`config.mk`:
```
export PLATFORM = sky130hd
export DESIGN_NAME = hexfp_normalizer
export DESIGN_NICKNAME = d
export VERILOG_FILES = /design/src/rtl/hexfp_pkg.sv /design/src/rtl/hexfp_digit_scan.sv /design/src/rtl/hexfp_digit_shift.sv /design/src/rtl/hexfp_cc_encode.sv /design/src/rtl/hexfp_normalizer.sv
export SDC_FILE = /design/constraint.sdc
export NUM_CORES = 1
export LEC_CHECK = 0
export ABC_AREA = 1
export ABC_CLOCK_PERIOD_IN_PS = 1000
export CAP_MARGIN = 0
export CORE_UTILIZATION = 40
export CTS_BUF_LIST = sky130_fd_sc_hd__clkbuf_16
export CTS_CLUSTER_SIZE = 25
export DETAILED_ROUTE_END_ITERATION = 16
export PLACE_DENSITY = 0.76
export SLEW_MARGIN = 20
export SYNTH_ARGS = -nofsm -noshare
export SYNTH_HDL_FRONTEND = slang
export SYNTH_SLANG_ARGS = --single-unit
```
`constraint.sdc`:
```
create_clock -name clk -period 1 [get_ports clk]
set_clock_uncertainty 0.1 [all_clocks]
set_input_delay 0.2 -clock clk [delete_from_list [all_inputs] [get_ports clk]]
set_output_delay 0.2 -clock clk [all_outputs]
set_load 0.01 [all_outputs]
```
`src/rtl/hexfp_pkg.sv`:
```
package hexfp_pkg;
  localparam int HFP_EXP_W   = 7;
  localparam int HFP_FRAC_W  = 56;
  localparam int HFP_SHORT_W = 24;
  localparam int HFP_DIG_W   = 4;
  localparam int HFP_CC_W    = 4;
  localparam int HFP_DIGITS  = HFP_FRAC_W / HFP_DIG_W;
  localparam int HFP_CNT_W   = $clog2(HFP_DIGITS + 1);

  // condition code bit positions
  localparam int CC_UFLOW = 3;
  localparam int CC_SIG   = 2;
  localparam int CC_MINUS = 1;
  localparam int CC_PLUS  = 0;
endpackage

```
`src/rtl/hexfp_digit_scan.sv`:
```
module hexfp_digit_scan #(
  parameter int FRAC_W  = 56,
  parameter int SHORT_W = 24,
  parameter int DIG_W   = 4,
  parameter int CNT_W   = 4
) (
  input  logic [FRAC_W-1:0] frac,
  input  logic              long_fmt,
  output logic [CNT_W-1:0]  lead_zeros,
  output logic              all_zero
);
  localparam int NDIG_L = FRAC_W / DIG_W;
  localparam int NDIG_S = SHORT_W / DIG_W;

  function automatic logic [CNT_W-1:0] count_lead(input logic [FRAC_W-1:0] f,
                                                  input logic lf);
    logic [CNT_W-1:0] n;
    logic             hit;
    int               lim;
    n   = '0;
    hit = 1'b0;
    lim = lf ? NDIG_L : NDIG_S;
    for (int i = 0; i < NDIG_L; i++) begin
      if (!hit && i < lim) begin
        if (f[FRAC_W-1-DIG_W*i -: DIG_W] != '0) hit = 1'b1;
        else n = n + 1'b1;
      end
    end
    return n;
  endfunction

  assign lead_zeros = count_lead(frac, long_fmt);
  assign all_zero   = (frac == '0);
endmodule

```
`src/rtl/hexfp_digit_shift.sv`:
```
module hexfp_digit_shift #(
  parameter int FRAC_W = 56,
  parameter int DIG_W  = 4,
  parameter int CNT_W  = 4
) (
  input  logic [FRAC_W-1:0] din,
  input  logic [CNT_W-1:0]  amt,
  output logic [FRAC_W-1:0] dout
);
  logic [FRAC_W-1:0] stage [0:CNT_W];

  assign stage[0] = din;

  for (genvar s = 0; s < CNT_W; s++) begin : g_stage
    localparam int STEP = DIG_W * (2 ** s);
    if (STEP < FRAC_W) begin : g_sh
      assign stage[s+1] = amt[s] ? (stage[s] << STEP) : stage[s];
    end else begin : g_clr
      assign stage[s+1] = amt[s] ? '0 : stage[s];
    end
  end

  assign dout = stage[CNT_W];
endmodule

```
`src/rtl/hexfp_cc_encode.sv`:
```
module hexfp_cc_encode #(
  parameter int CC_W = 4
) (
  input  logic            uflow_seen,
  input  logic            sig_seen,
  input  logic            sign,
  input  logic            nonzero,
  output logic [CC_W-1:0] cc
);
  import hexfp_pkg::*;

  always_comb begin
    cc           = '0;
    cc[CC_UFLOW] = uflow_seen;
    cc[CC_SIG]   = sig_seen;
    cc[CC_MINUS] = nonzero & sign;
    cc[CC_PLUS]  = nonzero & ~sign;
  end
endmodule

```
`src/rtl/hexfp_normalizer.sv`:
```
module hexfp_normalizer
  import hexfp_pkg::*;
#(
  parameter int EXP_W   = HFP_EXP_W,
  parameter int FRAC_W  = HFP_FRAC_W,
  parameter int SHORT_W = HFP_SHORT_W,
  parameter int DIG_W   = HFP_DIG_W,
  parameter int CC_W    = HFP_CC_W
) (
  input  logic              clk,
  input  logic              rst_n,
  input  logic              start,
  input  logic              long_fmt,
  input  logic              unnorm_mode,
  input  logic              sig_chk_en,
  input  logic              uflow_zero,
  input  logic              zero_chk_en,
  input  logic              sign_in,
  input  logic [EXP_W-1:0]  exp_in,
  input  logic [FRAC_W-1:0] frac_in,
  output logic              done,
  output logic              sign_out,
  output logic [EXP_W-1:0]  exp_out,
  output logic [FRAC_W-1:0] frac_out,
  output logic              sig_fault,
  output logic              uflow_fault,
  output logic [CC_W-1:0]   cc
);
  localparam int NDIG  = FRAC_W / DIG_W;
  localparam int CNT_W = $clog2(NDIG + 1);
  localparam logic [FRAC_W-1:0] SHORT_MASK = {{SHORT_W{1'b1}}, {(FRAC_W-SHORT_W){1'b0}}};
  localparam logic [CNT_W-1:0]  SIG_LIMIT  = CNT_W'(2);

  // named internal events
  logic [FRAC_W-1:0] frac_fmt;
  logic [CNT_W-1:0]  lead_zeros;
  logic              all_zero;
  logic [CNT_W-1:0]  shift_amt;
  logic [FRAC_W-1:0] frac_shifted;
  logic              uflow_hit;
  logic              sig_hit;
  logic              force_zero;
  logic [EXP_W-1:0]  exp_adj;
  logic              nx_sign;
  logic [EXP_W-1:0]  nx_exp;
  logic [FRAC_W-1:0] nx_frac;
  logic [CC_W-1:0]   nx_cc;

  assign frac_fmt = long_fmt ? frac_in : (frac_in & SHORT_MASK);

  hexfp_digit_scan #(
    .FRAC_W(FRAC_W), .SHORT_W(SHORT_W), .DIG_W(DIG_W), .CNT_W(CNT_W)
  ) u_scan (
    .frac(frac_fmt), .long_fmt(long_fmt),
    .lead_zeros(lead_zeros), .all_zero(all_zero)
  );

  assign shift_amt = (unnorm_mode || all_zero) ? '0 : lead_zeros;

  hexfp_digit_shift #(
    .FRAC_W(FRAC_W), .DIG_W(DIG_W), .CNT_W(CNT_W)
  ) u_shift (
    .din(frac_fmt), .amt(shift_amt), .dout(frac_shifted)
  );

  assign uflow_hit  = (EXP_W'(shift_amt) > exp_in);
  assign sig_hit    = sig_chk_en && (shift_amt > SIG_LIMIT);
  assign exp_adj    = exp_in - EXP_W'(shift_amt);
  assign force_zero = (all_zero && zero_chk_en) || (uflow_hit && uflow_zero);

  assign nx_sign = force_zero ? 1'b0 : sign_in;
  assign nx_exp  = force_zero ? '0   : exp_adj;
  assign nx_frac = force_zero ? '0   : frac_shifted;

  hexfp_cc_encode #(.CC_W(CC_W)) u_cc (
    .uflow_seen(uflow_hit), .sig_seen(sig_hit),
    .sign(nx_sign), .nonzero(nx_frac != '0), .cc(nx_cc)
  );

  always_ff @(posedge clk or negedge rst_n) begin
    if (!rst_n) begin
      done        <= 1'b0;
      sign_out    <= 1'b0;
      exp_out     <= '0;
      frac_out    <= '0;
      sig_fault   <= 1'b0;
      uflow_fault <= 1'b0;
      cc          <= '0;
    end else begin
      done <= start;
      if (start) begin
        sign_out    <= nx_sign;
        exp_out     <= nx_exp;
        frac_out    <= nx_frac;
        sig_fault   <= sig_hit;
        uflow_fault <= uflow_hit && !uflow_zero;
        cc          <= nx_cc;
      end
    end
  end
endmodule

```
==> flow_summary.ini <==
[pwr]
ir_drop_v = 0.0006892
p_per_area_mw_per_mm2 = 847.3
power_uw = 9915
p_leak_uw = 0.006356

[drt]
ant_nets = 0
drc = 0
drt-total-wl_um = 27450
drt_iter0_markers = 914
wire_per_inst_um = 15.37
first_pass_iters = 6
num_vias = 9283
viasPerCell = 5.198

[synth]
synth_cell_types = 43
synth_top_area_frac = 0.2635
synth_top_cell_by_area = dfrtp_1
postSynthCellCount = 1110
synth_seq_cells = 70
synth_seq_area_share = 0.2635
synth_ff_type = dfrtp_1
async_reset_ff_frac = 1.000
syn-num-nets = 1198
synth_edf_count = 0
syn_area_per_cell_um2 = 5.989
yosysWarnings = 0
synth_area_mm2 = 0.006648
synth_area_leaders = dfrtp_1 (26%), nand2_1 (25%), inv_1 (6.2%), nand3_1 (5.7%), o21ai_0 (4.4%)

[sta]
setup_violations = 140
slew-limit-headroom = 0.6794
setup_ws_ps = -6901
hold_ws_ps = 86.06
post-route-period-util = 7.901
maxSlewViolCount = 0
rsz0062_at_grt = yes
hold_viol_final = 0
fmax_ghz = 0.1266
tightestPinTransition_ps = 480.9
period_minus_slack_ps = 7901

[grt]
grtUsageTotal = 0.2998
grt_pass1_wl_um = 40250
antenna_found_initial = 0
overflow = 0
grt_pass1_vias = 8464
grt_max_degree = 60

[job]
cap_violations = 0

[placed_design]
hpwl_um = 19260
post-place-cells = 1696
place_ws_ps = -7948
place.gp.congestion = 0.9756
portBuffers = 142
placed_area_mm2 = 0.01033

[cts]
cts_root_buf = clkbuf_16
insertion_delay_ps = 330
cts_inserted_buffers = 9
htree_num_levels = 3
tritoncts = built
ctsLongestPathBuffers = 2
clk_pin_slew_ps = 50
clkSinkCount = 70

[critical_path]
arrival_ps = 8010
worstSetupPathType = input pin to register
max_stage_delay_ps = 270
crit_top_cell = nand2_1
cpMaxStageDelayCell = ha_1
crit_required_ps = 1110
cp-start-kind = input pin
critPathMaxFanout = 6
endpoint_kind = register

[cells_and_area]
final_cells = 1786
final_common_cell = nand2_1
final_area_mm2 = 0.01170
layout_common_cells = nand2_1 (397), buf_4 (324), inv_1 (102)
seq_area_mm2 = 0.001752
multi_input_area_mm2 = 0.004827
nNetsFinal = 1653
antenna_cells = 0
layout-drive-gt1-share = 0.3924
n_fill_cell = 1230
areaGrowthSynthToFinish_pct = 76.04

[run_status]
violations = negative setup slack
outcome = complete, but fails checks

[worst_hold_path]
hold_path.class = input pin to register

[floorplan]
dieHeight_um = 130.9
io_pins = 143
die_w_um = 130.9
die_area_mm2 = 0.01714
initial_utilization = 0.4140
num_rows = 46
core_mm2 = 0.01606
## repair_timing
| item | CTS | global route |
|---|---|---|
| hold buffers | 1 | 0 |
| hold endpoints to repair | 70 | 0 |
| gates cloned | 8 | 2 |
| buffers inserted | 44 | 26 |
| gates resized for setup | 408 | 121 |
| pin swaps | 50 | 89 |
| setup endpoints to repair | 140 | 140 |
## metrics by stage
step | utilization | TNS, ps
finish | 0.7288 | -447290
global route | 0.7288 | -474280
floorplan | - | -453050
CTS | 0.6794 | -468050
detailed placement | 0.6432 | -535040
global placement | 0.6432 | -510950
## where the power goes
| group | switching (uW) | total, uW | internal, uW |
|---|---|---|---|
| combinational | 1710 | 3530 | 1820 |
| clock | 1250 | 3140 | 1890 |
| sequential | 164 | 3250 | 3090 |
## sequential cells by signal, indices dropped and copies added (netlist names)
signal       cells
cc               4
done             1
exp_out          7
frac_out        56
sign_out         1
uflow_fault      1
## routing by layer
| metal | up-vias | share of wire | GRT usage |
|---|---|---|---|
| met5 | - | 0 | 0 |
| met4 | 0 | 0.044 | 0.1373 |
| met1 | 4283 | 0.41 | 0.3789 |
| met3 | 107 | 0.065 | 0.03624 |
| li1 | 4484 | - | - |
| met2 | 409 | 0.49 | 0.5101 |
## path summary, 6_finish.rpt
kind	startpoint	endpoint	slack, ps	depth (start not counted)
max	frac_in[52]	cc[1]	-6900	67
min	start	cc[2]	90	3
max reg2reg	frac_out[49]	frac_out[49]	-90	4
min reg2reg	frac_out[15]	frac_out[15]	380	2
max in group asynchronous	rst_n	frac_out[29]	200	3
min in group asynchronous	rst_n	exp_out[6]	290	3
## synth_stat cells (6+ instances only)
library cell and count:
nand2_2 8, buf_4 11, a21oi_1 31, nand3_1 76, buf_2 27, nor3_1 7, nor2_1 74, a31oi_1 24
ha_1 15, dfrtp_1 70, inv_2 15, nand2_1 444, inv_1 110, clkbuf_1 14, nor2_2 6, o31ai_1 26
o21ai_0 58, o21ai_1 32, nand4_1 11
## cell type report
class	count	share of cell area
clock inverter	7	0.004918
inverter	128	0.04255
sequential	70	0.1497
timing repair buffer	496	0.3480
clock buffer	9	0.01925
tap	216	0.02309
multi-input combinational	860	0.4125
## kinds of logic after synthesis
kind of cell / count (synthesis) / share of synthesized area
AOI/OAI and AO/OA: 184 / 0.1581
DFF: 70 / 0.2635
xor gates and xnor gates: 6 / 0.007905
buffers and inverters: 188 / 0.1263
adders and majority gates: 16 / 0.03124
and+or+nand+nor: 646 / 0.4130
## worst max-delay path, delay by kind of cell
kind,cells,cell delay [ps]
buffers and inverters,12,690
AO/OA/AOI/OAI,9,950
adder cells (fa/ha/maj),12,2850
AND/OR/NAND/NOR,34,3270
Power figures use the tool's default switching activity.
